--- src/rtl/arb_pkg.sv ---
package arb_pkg;

  // Who owns the word coming back from the memory port
  typedef enum logic [1:0] {
    OWN_NONE  = 2'd0,
    OWN_FETCH = 2'd1,
    OWN_LOAD  = 2'd2
  } owner_e;

endpackage

--- src/rtl/arb_rst_sync.sv ---
module arb_rst_sync #(
  parameter int STAGES = 2
) (
  input  logic clk,
  input  logic rst_n,
  output logic rst_n_sync
);

  logic [STAGES-1:0] sync_q;
  logic [STAGES-1:0] sync_d;

  always_comb begin
    sync_d = {sync_q[STAGES-2:0], 1'b1};
  end

  always_ff @(posedge clk or negedge rst_n) begin
    if (!rst_n) sync_q <= '0;
    else        sync_q <= sync_d;
  end

  assign rst_n_sync = sync_q[STAGES-1];

endmodule

--- src/rtl/arb_grant.sv ---
module arb_grant
  import arb_pkg::*;
(
  input  logic   fe_req,
  input  logic   mem_valid,
  input  logic   mem_load,
  input  logic   mem_store,
  output logic   grant_data,
  output logic   grant_fetch,
  output logic   is_write,
  output owner_e issue_owner
);

  logic mem_op;

  always_comb begin
    // Only loads and stores touch the port in MEM
    mem_op      = mem_valid & (mem_load | mem_store);
    grant_data  = mem_op;
    grant_fetch = fe_req & ~mem_op;
    is_write    = mem_op & mem_store;
    if (mem_op && !mem_store)   issue_owner = OWN_LOAD;
    else if (grant_fetch)       issue_owner = OWN_FETCH;
    else                        issue_owner = OWN_NONE;
  end

endmodule

--- src/rtl/arb_port_drive.sv ---
module arb_port_drive #(
  parameter int AW = 16,
  parameter int DW = 32
) (
  input  logic          grant_data,
  input  logic          is_write,
  input  logic [AW-1:0] fe_addr,
  input  logic [AW-1:0] mem_addr,
  input  logic [DW-1:0] mem_wdata,
  output logic [AW-1:0] port_addr,
  output logic          port_we,
  output logic [DW-1:0] port_wdata
);

  always_comb begin
    port_addr  = grant_data ? mem_addr : fe_addr;
    port_we    = is_write;
    port_wdata = is_write ? mem_wdata : '0;
  end

endmodule

--- src/rtl/arb_rsp_steer.sv ---
module arb_rsp_steer
  import arb_pkg::*;
#(
  parameter int DW     = 32,
  parameter int RD_LAT = 1
) (
  input  logic          clk,
  input  logic          rst_n,
  input  owner_e        issue_owner,
  input  logic [DW-1:0] port_rdata,
  output logic [DW-1:0] fe_rdata,
  output logic          fe_rvalid,
  output logic [DW-1:0] mem_rdata,
  output logic          mem_rvalid
);

  owner_e pipe_q [RD_LAT];
  owner_e pipe_d [RD_LAT];
  owner_e ret_owner;

  generate
    for (genvar s = 0; s < RD_LAT; s++) begin : g_stage
      if (s == 0) begin : g_head
        always_comb pipe_d[s] = issue_owner;
      end else begin : g_tail
        always_comb pipe_d[s] = pipe_q[s-1];
      end
      always_ff @(posedge clk or negedge rst_n) begin
        if (!rst_n) pipe_q[s] <= OWN_NONE;
        else        pipe_q[s] <= pipe_d[s];
      end
    end
  endgenerate

  assign ret_owner = pipe_q[RD_LAT-1];

  always_comb begin
    fe_rvalid  = (ret_owner == OWN_FETCH);
    mem_rvalid = (ret_owner == OWN_LOAD);
    fe_rdata   = fe_rvalid  ? port_rdata : '0;
    mem_rdata  = mem_rvalid ? port_rdata : '0;
  end

endmodule

--- src/rtl/shared_port_arb.sv ---
module shared_port_arb
  import arb_pkg::*;
#(
  parameter int AW     = 16,
  parameter int DW     = 32,
  parameter int RD_LAT = 1
) (
  input  logic          clk,
  input  logic          rst_n,
  input  logic          fe_req,
  input  logic [AW-1:0] fe_addr,
  input  logic          mem_valid,
  input  logic          mem_load,
  input  logic          mem_store,
  input  logic [AW-1:0] mem_addr,
  input  logic [DW-1:0] mem_wdata,
  output logic [AW-1:0] port_addr,
  output logic          port_we,
  output logic [DW-1:0] port_wdata,
  input  logic [DW-1:0] port_rdata,
  output logic          fe_stall,
  output logic          id_bubble,
  output logic [DW-1:0] fe_rdata,
  output logic          fe_rvalid,
  output logic [DW-1:0] mem_rdata,
  output logic          mem_rvalid
);

  logic   rst_q;
  logic   grant_data;
  logic   grant_fetch;
  logic   is_write;
  owner_e issue_owner;

  arb_rst_sync #(.STAGES(2)) u_rst (
    .clk        (clk),
    .rst_n      (rst_n),
    .rst_n_sync (rst_q)
  );

  arb_grant u_grant (
    .fe_req      (fe_req),
    .mem_valid   (mem_valid),
    .mem_load    (mem_load),
    .mem_store   (mem_store),
    .grant_data  (grant_data),
    .grant_fetch (grant_fetch),
    .is_write    (is_write),
    .issue_owner (issue_owner)
  );

  arb_port_drive #(.AW(AW), .DW(DW)) u_drive (
    .grant_data (grant_data),
    .is_write   (is_write),
    .fe_addr    (fe_addr),
    .mem_addr   (mem_addr),
    .mem_wdata  (mem_wdata),
    .port_addr  (port_addr),
    .port_we    (port_we),
    .port_wdata (port_wdata)
  );

  arb_rsp_steer #(.DW(DW), .RD_LAT(RD_LAT)) u_steer (
    .clk         (clk),
    .rst_n       (rst_q),
    .issue_owner (issue_owner),
    .port_rdata  (port_rdata),
    .fe_rdata    (fe_rdata),
    .fe_rvalid   (fe_rvalid),
    .mem_rdata   (mem_rdata),
    .mem_rvalid  (mem_rvalid)
  );

  // Front end holds PC and IF/ID and decode takes a bubble while data owns the port
  always_comb begin
    fe_stall  = grant_data;
    id_bubble = grant_data;
  end

  logic unused_grant;
  assign unused_grant = grant_fetch;

endmodule

--- config.mk ---
export PLATFORM = sky130hd
export DESIGN_NAME = shared_port_arb
export DESIGN_NICKNAME = d
export VERILOG_FILES = /design/src/rtl/arb_pkg.sv /design/src/rtl/arb_rst_sync.sv /design/src/rtl/arb_grant.sv /design/src/rtl/arb_port_drive.sv /design/src/rtl/arb_rsp_steer.sv /design/src/rtl/shared_port_arb.sv
export SDC_FILE = /design/constraint.sdc
export NUM_CORES = 1
export LEC_CHECK = 0
export ABC_AREA = 1
export BUFFER_PORTS_ARGS = -buffer_cell sky130_fd_sc_hd__buf_2
export CORE_AREA = 5 5 82 84
export CTS_CLUSTER_DIAMETER = 50
export CTS_CLUSTER_SIZE = 8
export DETAILED_ROUTE_END_ITERATION = 10
export DIE_AREA = 0 0 87 89
export PLACE_DENSITY_LB_ADDON = 0.12
export SETUP_SLACK_MARGIN = 0.1
export SYNTH_ARGS = -nofsm -noshare
export SYNTH_HDL_FRONTEND = slang
export SYNTH_SLANG_ARGS = --single-unit
--- constraint.sdc ---
create_clock -name clk -period 1.24 [get_ports clk]
set_input_delay 0.31 -clock clk [delete_from_list [all_inputs] [get_ports clk]]
set_output_delay 0.31 -clock clk [all_outputs]
set_load 0.005 [all_outputs]
# Yosys cells after proc, flatten, opt, wreduce, memory -nomap -nowiden
# Index checks and enable logic that the tools add are counted.
[word_totals]
regBits = 4
output_inout_bits = 117
inputBits = 102
elab_cells = 17
[classes]
n_reduce_logical = 2
bitwise_logic = 5
mux = 6
eq_ne = 2
[op_table]
columns = ["op", "n"]
rows = [
  ["32-bit 2-to-1 mux", 3],
  ["16-bit 2-to-1 mux", 1],
  ["1-bit bitwise AND", 3],
  ["2-bit by 1-bit equality test with 1-bit output (second input constant)", 1],
  ["2-bit equality test (second input constant)", 1],
  ["2-bit 2-to-1 mux", 1],
  ["1-bit logical AND", 1],
  ["1-bit zero test", 1],
  ["1-bit 2-to-1 mux", 1],
  ["1-bit inverter", 1],
  ["1-bit bitwise OR", 1],
]

# Logic depth before layout (Yosys ltp)
# Gate-level depths: netlist (run 1).
[logic_depth]
ltp_word = 6
ltp_mapped = 5
ltp_nobuf = 4

# By module
# A second synthesis (run 1) with hierarchy kept.
[unflattened]
cells_unflattened = 242
area_unflattened_um2 = 1133.6
[modules_own_cells]
columns = ["module", "area_each_um2", "cells_each", "seq_area_each_um2", "n_inst"]
rows = [
  ["arb_rsp_steer", 525.5, 110, 50.0, 1],
  ["arb_port_drive", 514.2, 120, 0.0, 1],
  ["arb_rst_sync", 53.8, 3, 50.0, 1],
  ["arb_grant", 32.5, 8, 0.0, 1],
  ["shared_port_arb", 7.5, 1, 0.0, 1],
]

# Least setup slack after synthesis (run 1)
# No wires, ideal clock.
[synth_timing]
path_kind = "input -> output"
from = "input mem_valid"
to = "output port_addr[10]"
setup_slack_ns = 0.027
required_ns = 0.930
t_arrival_ns = 0.903
n_path_buf = 2
cell_stages = 5
cell_sequence = "buf_2 -> o21ai_2 -> buf_4 -> nand2_1 -> nand2_1"
[synth_via]
elab_chain_cells = 2
[synth_rtl]
columns = ["element", "line_no", "source"]
rows = [
  ["start: declaration", "shared_port_arb.sv:12", "input logic mem_valid,"],
  ["1-bit bitwise AND", "arb_grant.sv:18", "mem_op = mem_valid & (mem_load | mem_store);"],
  ["16-bit 2-to-1 mux", "arb_port_drive.sv:16", "port_addr = grant_data ? mem_addr : fe_addr;"],
  ["end: declaration", "shared_port_arb.sv:17", "output logic [AW-1:0] port_addr,"],
]
# No other way between the ends.

# Worst setup path after layout (run 1)
[layout_timing]
from = "register u_steer.pipe_q[0] in the netlist's numbering"
to = "output mem_rdata[2]"
[layout_via]
elab_chain_cells = 2
[layout_rtl]
columns = ["element", "line_no", "source"]
rows = [
  ["start: declaration", "arb_rsp_steer.sv:17", "owner_e pipe_q [RD_LAT];"],
  ["start signal: indexed assignment", "arb_rsp_steer.sv:30", "else pipe_q[s] <= pipe_d[s];"],
  ["2-bit equality test", "arb_rsp_steer.sv:39", "mem_rvalid = (ret_owner == OWN_LOAD);"],
  ["32-bit 2-to-1 mux", "arb_rsp_steer.sv:41", "mem_rdata = mem_rvalid ? port_rdata : '0;"],
  ["end: declaration", "shared_port_arb.sv:25", "output logic [DW-1:0] mem_rdata,"],
]
# No other way between the ends.

==> impl_metrics.ini, run 1 <==
[power]
p_switching_w = 0.000476
p_sw_share_pct = 37.0
powerDensity_mw_per_mm2 = 416
peakVddDrop_v = 0.000389
p_comb_share_pct = 68.4
intPower_w = 0.000809
total_power_w = 0.00128
sequentialPowerShare_pct = 11.1
p_clk_share_pct = 20.6
leakage_nw = 2.08

[cells_and_area]
num_antenna_cells = 0
fill_cells = 589
stdcell_count = 552
final_core_util_pct = 52.8
syn2layout_area_growth_pct = 167
design_area_mm2 = 0.00309
fin_nets = 581
layout-drive-gt1-share_pct = 66.0
layout_common_cells = buf_2 (203), inv_1 (67), nor2_1 (48)
final_common_cell = buf_2

[setup_path]
crit_path_top_delay_cell = dfrtp_1
reg2reg_to = u_rst.sync_q[1]$_DFF_PN0_
rr_startpoint = u_rst.sync_q[0]$_DFF_PN0_
slowest_delay_ns = 0.39
cp-start-kind = register
critical_path_class = reg -> out
reg2reg_slack_ns = 0.78
arrival_ns = 1.18
critPathRequiredTime_ns = 0.93
startpoint = u_steer.pipe_q[0]$_DFF_PN0_
crit_path_max_fanout = 11
r2r_cells = 0
endpoint_kind = output pin
cp-endpoint = mem_rdata[2]
crit_chain = nor2_4 > inv_4 > clkbuf_16 > nor2_1 > buf_2

[clock_network]
cts_max_level = 1
clk_latency_ns = 0.21
cts_sinks = 4
cts_root_buffer = clkbuf_8
clock_path_buffers = 2
cts_made_buffers = 3
cts_tree = done
cts.reportedPaths.clkPinSlew_ns = 0.03

[die]
num_rows = 28
core_area_mm2 = 0.00585
fp.dieH_um = 89
die_w_um = 87
die-area_mm2 = 0.00774
io_pins = 219
start_util_pct = 19.7

[global_route]
grt_usage_pct = 13.5
grt_pass1_wl_mm = 8.64
antenna_found_initial = 0
grt_max_degree = 34
grt-ovfl-total = 0
grt_pass1_vias = 1971

[synth]
syn_nets = 345
syn_area_per_cell_um2 = 4.75
yosysSeqAreaShare_pct = 8.67
synthesis.area_mm2 = 0.00115
synth_cell_types = 15
synth.area.top_cells = inv_1 (23%), nor2_1 (22%), nor2_2 (16%), nand2_1 (11%), dfrtp_1 (8.7%)
synth_warnings = 0
yosysTopAreaCell = inv_1
ys_ff_latch = 4
synth_top_area_share_pct = 23.4
synthCells = 243

[sta]
layout_setup_ws_ns = -0.251
layout_min_cycle_time_ns = 1.49
fmax_ghz = 0.671
slew_violations = 0
skew_ns = 0.00192
finalHoldViolations = 0
period_share_pct = 120
setup_viol = 116
rsz0062_at_grt = yes

[placed_design]
dp_slack_ns = -0.147
dp.cells = 537
io_buffers = 218
finalWeightedCongestion = 0.723
dp_hpwl_mm = 5.08
post_dp_cell_area_mm2 = 0.00243

[detailed_routing]
num_vias = 2171
drt-initial-drc-count = 20
drc_errors = 0
first_pass_iters = 3
drtAntennaViolNets = 0
routed_wl_mm = 6.45
post_drt_wl_per_cell_um = 11.7
vias_per_cell = 3.93

[status]
status = finished with violations
violations = negative setup slack

[hold_path]
min_path_type = reg -> async

[run]
maxCapViolCount = 0
-- per-layer routing --
layer | vias up | track usage (%) | wire, um
met3 | 4 | 3.69 | 783
met1 | 913 | 13.4 | 1920
met2 | 121 | 28.0 | 3710
li1 | 1133 | - | -
met5 | - | 0 | 0
met4 | 0 | 2.12 | 37
-- area by class of cell --
type                            count  area (um^2)  area share, %
Sequential cell                     4          100           3.24
Clock buffer                        3         41.3           1.34
Timing Repair Buffer              245         1620           52.3
Inverter                           73          294           9.52
Tap cell                           75         93.8           3.04
Multi-Input combinational cell    152          943           30.6
-- per-stage QoR --
stage	hold WS [ns]	TNS, ns
global route	0.0380	-25.63
floorplan	0.0111	0
detailed placement	0.0225	-5.54
finish	0.0168	-19.44
global placement	0.0214	-4.55
CTS	0.0238	-20.49
-- cell families after synthesis --
logic type | after synthesis | synth area share [%]
simple gates | 150 | 58.7
buf+inv | 87 | 31.5
flops | 4 | 8.67
compound gates | 1 | 0.759
other cells | 1 | 0.325
-- cells in the mapped netlist, drive strengths merged --
cell type and number:
o21ai 1, nand2 34, dfrtp 4, conb 1
nor2 98, inv 73, clkbuf 3, buf 11
nand3 18
-- power groups by stage --
stage               clock, W  sequential [W]  combinational, W
floorplan                  0        0.000142          0.000295
global placement           0        0.000143          0.000671
detailed placement         0        0.000143          0.000672
CTS                 0.000271        0.000141          0.000792
global route        0.000274        0.000143          0.000965
finish              0.000264        0.000142          0.000878
-- timing repair --
item,4_1_cts,5_1_grt
pin swaps,3,6
setup buffers,9,1
setup endpoints to repair,117,118
resized for setup,36,72
hold buffers,1,0
gates cloned,4,2
hold endpoints to repair,2,0
-- sequential cells by signal, indices dropped and copies added (netlist names) --
| name | count |
|---|---|
| u_rst.sync_q | 2 |
| u_steer.pipe_q | 2 |
-- worst max-delay path: cells and delay by family, from the launching register on --
kind	cells	cell delay [ns]
buf+inv	3	0.36
flops	1	0.39
simple gates	2	0.21
-- worst min-delay path by stage --
stage,startpoint,endpoint,slack [ns],depth (start not counted)
final,u_rst.sync_q[1]$_DFF_PN0_,u_steer.pipe_q[1]$_DFF_PN0_,0.02,0
after global placement,u_rst.sync_q[1]$_DFF_PN0_,u_steer.pipe_q[0]$_DFF_PN0_,0.02,0
after global routing,u_rst.sync_q[1]$_DFF_PN0_,u_steer.pipe_q[1]$_DFF_PN0_,0.04,0
after floorplan,u_rst.sync_q[1]$_DFF_PN0_,u_steer.pipe_q[0]$_DFF_PN0_,0.01,0
after detailed placement,u_rst.sync_q[1]$_DFF_PN0_,u_steer.pipe_q[1]$_DFF_PN0_,0.02,0
after CTS,u_rst.sync_q[1]$_DFF_PN0_,u_steer.pipe_q[1]$_DFF_PN0_,0.02,0
No activity file was read; power rests on OpenSTA's default activity.
==> run 2: changes to the inputs <==
--- a/config.mk
+++ b/config.mk
@@ -7,11 +7,11 @@
 export LEC_CHECK = 0
 export ABC_AREA = 1
 export BUFFER_PORTS_ARGS = -buffer_cell sky130_fd_sc_hd__buf_2
-export CORE_AREA = 5 5 82 84
+export CORE_AREA = 5 5 81 83
 export CTS_CLUSTER_DIAMETER = 50
 export CTS_CLUSTER_SIZE = 8
 export DETAILED_ROUTE_END_ITERATION = 10
-export DIE_AREA = 0 0 87 89
+export DIE_AREA = 0 0 86 88
 export PLACE_DENSITY_LB_ADDON = 0.12
 export SETUP_SLACK_MARGIN = 0.1
 export SYNTH_ARGS = -nofsm -noshare
==> constraint.sdc (replaced) <==
create_clock -name clk -period 1.8 [get_ports clk]
set_input_delay 0.45 -clock clk [delete_from_list [all_inputs] [get_ports clk]]
set_output_delay 0.45 -clock clk [all_outputs]
set_load 0.005 [all_outputs]
==> run 2 against run 1 <==
  * Global-route usage shrank 0.67 points
  * Register-to-register slack gained 0.55 ns
  * Worst hold slack is essentially flat
  * The run now ends clean
  * Highest routed layer is now met3
  * First-iteration DRC count up 30%
==> impl_metrics.ini, run 2 (synthesized netlist as in run 1, its figures left out) <==
[setup_path]
crit_path_max_fanout = 25
crit_chain = inv_1 > nand2_1 > buf_12 > nor2_1 > buf_2
endpoint_kind = output pin
crit_path_top_delay_cell = dfrtp_1
slowest_delay_ns = 0.35
arrival_ns = 1.21
cp-start-kind = register
critPathBufInv = 3
path_delay_family = buffers and inverters
critical_path_class = reg -> out
critPathRequiredTime_ns = 1.35

[cells_and_area]
layout_common_cells = buf_2 (215), inv_1 (70), nor2_1 (66)
final_core_util_pct = 44.1
fin_nets = 567
reg_top3 = u_rst.sync_q (2), u_steer.pipe_q (2)
num_antenna_cells = 0
fill_cells = 635
layout-drive-gt1-share_pct = 58.7
final_common_cell = buf_2
syn2layout_area_growth_pct = 121

[power]
leakage_nw = 1.93
peakVddDrop_v = 0.000187
p_switching_w = 0.000276
powerDensity_mw_per_mm2 = 298
intPower_w = 0.000485
p_clk_share_pct = 24.3
total_power_w = 0.000761
p_comb_share_pct = 62.8
sequentialPowerShare_pct = 12.9
p_sw_share_pct = 36.3

[clock_network]
cts_made_buffers = 3
cts_sinks = 4
cts_tree = done
cts.reportedPaths.clkPinSlew_ns = 0.03
cts_max_level = 1
clock_path_buffers = 2
clk_latency_ns = 0.21
cts_root_buffer = clkbuf_8

[sta]
skew_ns = 0.00169
setup_viol = 0
period_share_pct = 92.2
finalHoldViolations = 0
layout_min_cycle_time_ns = 1.66
fin_tns_setup_ns = 0
fmax_ghz = 0.603
layout_setup_ws_ns = 0.140
slew_violations = 0
rsz0062_at_grt = yes
whs_ns = 0.0164

[placed_design]
dp_hpwl_mm = 5.06
io_buffers = 218
dp_slack_ns = 0.129
finalWeightedCongestion = 0.799

[global_route]
antenna_found_initial = 0
grt_max_degree = 26
grt_usage_pct = 12.8
grt_pass1_wl_mm = 8.13
grt_pass1_vias = 1837
grt-ovfl-total = 0

[detailed_routing]
drc_errors = 0
first_pass_iters = 4
vias_per_cell = 3.83
post_drt_wl_per_cell_um = 10.8
drt-initial-drc-count = 26
num_vias = 2058
drtAntennaViolNets = 0
routed_wl_mm = 5.80

[die]
die-area_mm2 = 0.00757
core_area_mm2 = 0.00578
num_rows = 28
start_util_pct = 20.0
fp.dieH_um = 88
die_w_um = 86
io_pins = 219

[run]
maxCapViolCount = 0

[status]
status = finished, final reports clean

[hold_path]
min_path_type = in -> async
run 2: changes by cell type in the layout (fill, tap and decap cells not counted), sizes merged:
cell / delta
buf: -13
clkinv: -1
dlygate4sd3: -1
inv: +1
run 2: power groups by stage:
stage                     Combinational, W  Sequential (W)  Clock (W)
final                             0.000478       0.0000979   0.000185
after floorplan                   0.000197       0.0000977          0
after global routing              0.000537       0.0000987   0.000197
after CTS                         0.000456       0.0000976   0.000195
after detailed placement          0.000453       0.0000983          0
after global placement            0.000453       0.0000981          0
run 2: repair_timing:
action	in CTS	in global routing
cloned	0	2
gates resized for setup	2	20
buffers inserted	0	2
hold endpoints to repair	0	0
hold buffers	0	0
endpoints found under the setup margin	29	75
pin swaps	1	2
run 2: final timing paths:
check | from | end | slack, ns | cells after the start
max | u_steer.pipe_q[1]$_DFF_PN0_ | fe_rdata[18] | 0.14 | 5
min | rst_n | u_rst.sync_q[0]$_DFF_PN0_ | 0.02 | 1
max reg2reg | u_rst.sync_q[0]$_DFF_PN0_ | u_rst.sync_q[1]$_DFF_PN0_ | 1.33 | 0
min reg2reg | u_rst.sync_q[1]$_DFF_PN0_ | u_steer.pipe_q[0]$_DFF_PN0_ | 0.02 | 0
max in group asynchronous | u_rst.sync_q[1]$_DFF_PN0_ | u_steer.pipe_q[1]$_DFF_PN0_ | 1.66 | 0
min in group clk | u_rst.sync_q[0]$_DFF_PN0_ | u_rst.sync_q[1]$_DFF_PN0_ | 0.35 | 0
run 2: layout make-up:
class	count	area (um^2)	area share, %
timing repair buffer	231	1310	51.2
clock buffer	3	41.3	1.62
sequential	4	100	3.93
inverter	73	277	10.8
multi-input combinational	152	733	28.8
tap	75	93.8	3.68
run 2: metrics by stage:
stage | cell area [um^2] | std cells
5_1_grt | 2550 | 538
2_1_floorplan | 1150 | 243
6_report | 2550 | 538
3_3_place_gp | 2370 | 531
4_1_cts | 2410 | 534
3_5_place_dp | 2370 | 531
run 2: routing by layer:
| metal | vias up | routed length [um] | GRT usage (%) |
|---|---|---|---|
| met2 | 128 | 3070 | 26.0 |
| met5 | - | 0 | 0 |
| met3 | 0 | 818 | 4.33 |
| met1 | 830 | 1910 | 12.6 |
| met4 | 0 | 0 | 2.16 |
| li1 | 1100 | - | - |
==> run 3: changes to the inputs <==
--- a/config.mk
+++ b/config.mk
@@ -7,11 +7,12 @@
 export LEC_CHECK = 0
 export ABC_AREA = 1
 export BUFFER_PORTS_ARGS = -buffer_cell sky130_fd_sc_hd__buf_2
-export CORE_AREA = 5 5 81 83
+export CORE_AREA = 5 5 82 84
+export CTS_BUF_LIST = sky130_fd_sc_hd__clkbuf_4 sky130_fd_sc_hd__clkbuf_8
 export CTS_CLUSTER_DIAMETER = 50
 export CTS_CLUSTER_SIZE = 8
 export DETAILED_ROUTE_END_ITERATION = 10
-export DIE_AREA = 0 0 86 88
+export DIE_AREA = 0 0 87 89
 export PLACE_DENSITY_LB_ADDON = 0.12
 export SETUP_SLACK_MARGIN = 0.1
 export SYNTH_ARGS = -nofsm -noshare
==> run 3 against run 2 <==
  * Critical path depth is 2 higher
  * Combinational power is 6.3% lower
  * Critical endpoint is now port_wdata[4]
  * Global-route usage is 0.50 points lower
  * Worst hold slack hardly changed
  * Largest power group unchanged
  * Non-clock buffer count is 1 lower
  * Sequential share of layout area is 0.18 points higher
==> impl_metrics.ini, run 3 (synthesized netlist as in run 1, its figures left out) <==
[cells_and_area]
layout_common_cells = buf_2 (218), inv_1 (71), nor2_1 (66)
fill_cells = 644
stdcell_count = 537
reg_top3 = u_rst.sync_q (2), u_steer.pipe_q (2)
layout-drive-gt1-share_pct = 58.4
num_antenna_cells = 0
final_core_util_pct = 41.7
syn2layout_area_growth_pct = 111
final_common_cell = buf_2
fin_nets = 566

[setup_path]
path_delay_family = buffers and inverters
endpoint_kind = output pin
arrival_ns = 1.17
critPathBufInv = 4
crit_chain = buf_2 > inv_2 > nand2_4 > nand3_4 > buf_12 > nor2_2 > buf_2
slowest_delay_ns = 0.17
critPathRequiredTime_ns = 1.35
critical_path_class = in -> out
cp_common_cell = buf_2
crit_path_top_delay_cell = buf_12
cp-start-kind = input port
crit_path_max_fanout = 17

[status]
status = finished, final reports clean

[clock_network]
cts_max_level = 1
clk_latency_ns = 0.21
cts_sinks = 4
cts_tree = done
cts_made_buffers = 3
cts.reportedPaths.clkPinSlew_ns = 0.03
clock_path_buffers = 2
cts_root_buffer = clkbuf_8
cts_hold_buf = 0

[global_route]
antenna_found_initial = 0
grt_max_degree = 19
grt_pass1_vias = 1746
grt-ovfl-total = 0
grt_pass1_wl_mm = 7.82
grt_usage_pct = 12.3

[sta]
finalHoldViolations = 0
setup_viol = 0
fin_tns_setup_ns = 0
layout_min_cycle_time_ns = 1.62
period_share_pct = 90.2
skew_ns = 0.00202
rsz0062_at_grt = yes
fmax_ghz = 0.616
slew_violations = 0

[die]
die_w_um = 87
core_area_mm2 = 0.00585
die-area_mm2 = 0.00774
start_util_pct = 19.7
io_pins = 219
fp.dieH_um = 89
num_rows = 28

[placed_design]
dp_hpwl_mm = 5.11
dp.cells = 532
io_buffers = 218
finalWeightedCongestion = 0.748

[hold_path]
min_path_type = in -> async

[detailed_routing]
post_drt_wl_per_cell_um = 10.6
drc_errors = 0
drtAntennaViolNets = 0
drt-initial-drc-count = 24
routed_wl_mm = 5.69
vias_per_cell = 3.77
num_vias = 2026
first_pass_iters = 4

[power]
powerDensity_mw_per_mm2 = 298
total_power_w = 0.000728
peakVddDrop_v = 0.000169
leakage_nw = 1.90

[run]
maxCapViolCount = 0
run 3: where the power goes:
group,leakage (nW),internal [W],switching (W)
sequential,0.0493,0.0000952,0.00000213
clock,0.0216,0.000142,0.0000413
combinational,1.83,0.000228,0.000219
run 3: timing repair:
action | CTS | global route
hold endpoints to repair | 0 | 0
setup buffers | 0 | 2
resized for setup | 2 | 6
endpoints found under the setup margin | 25 | 37
pin swaps | 0 | 1
run 3: area by class of cell:
class                   count  area, um^2  share of cell area (%)
well taps                  75        93.8                    3.84
inverters                  73         274                    11.2
multi-input cells         152         698                    28.6
flip-flops and latches      4         100                    4.10
repair buffers            230        1230                    50.5
clock buffers               3        41.3                    1.69
run 3: stage by stage:
step                      hold slack, ns  instance area, um^2  setup WS (ns)
after detailed placement          0.0204                 2360          0.167
final                             0.0166                 2440          0.177
after global routing              0.0135                 2440         0.0869
after floorplan                   0.0111                 1150          0.307
after CTS                         0.0137                 2410          0.108
after global placement            0.0186                 2360          0.170
run 3: worst paths after layout:
check,start,end,slack (ns),cells after the start
hold reg to reg,u_rst.sync_q[1]$_DFF_PN0_,u_steer.pipe_q[1]$_DFF_PN0_,0.02,0
max in group asynchronous,u_rst.sync_q[1]$_DFF_PN0_,u_steer.pipe_q[0]$_DFF_PN0_,1.67,0
setup reg to reg,u_rst.sync_q[0]$_DFF_PN0_,u_rst.sync_q[1]$_DFF_PN0_,1.34,0
setup / recovery,mem_store,port_wdata[4],0.18,7
hold / removal,rst_n,u_rst.sync_q[1]$_DFF_PN0_,0.02,1
min in group clk,u_rst.sync_q[0]$_DFF_PN0_,u_rst.sync_q[1]$_DFF_PN0_,0.34,0
run 3: layer usage:
metal / vias to the layer above / GRT usage [%] / part of all wire [%]
met3: 6 / 4.79 / 16
met1: 790 / 12.4 / 32
met5: - / 0 / 0
met2: 132 / 23.4 / 51
met4: 0 / 3.82 / 1.3
li1: 1098 / - / -
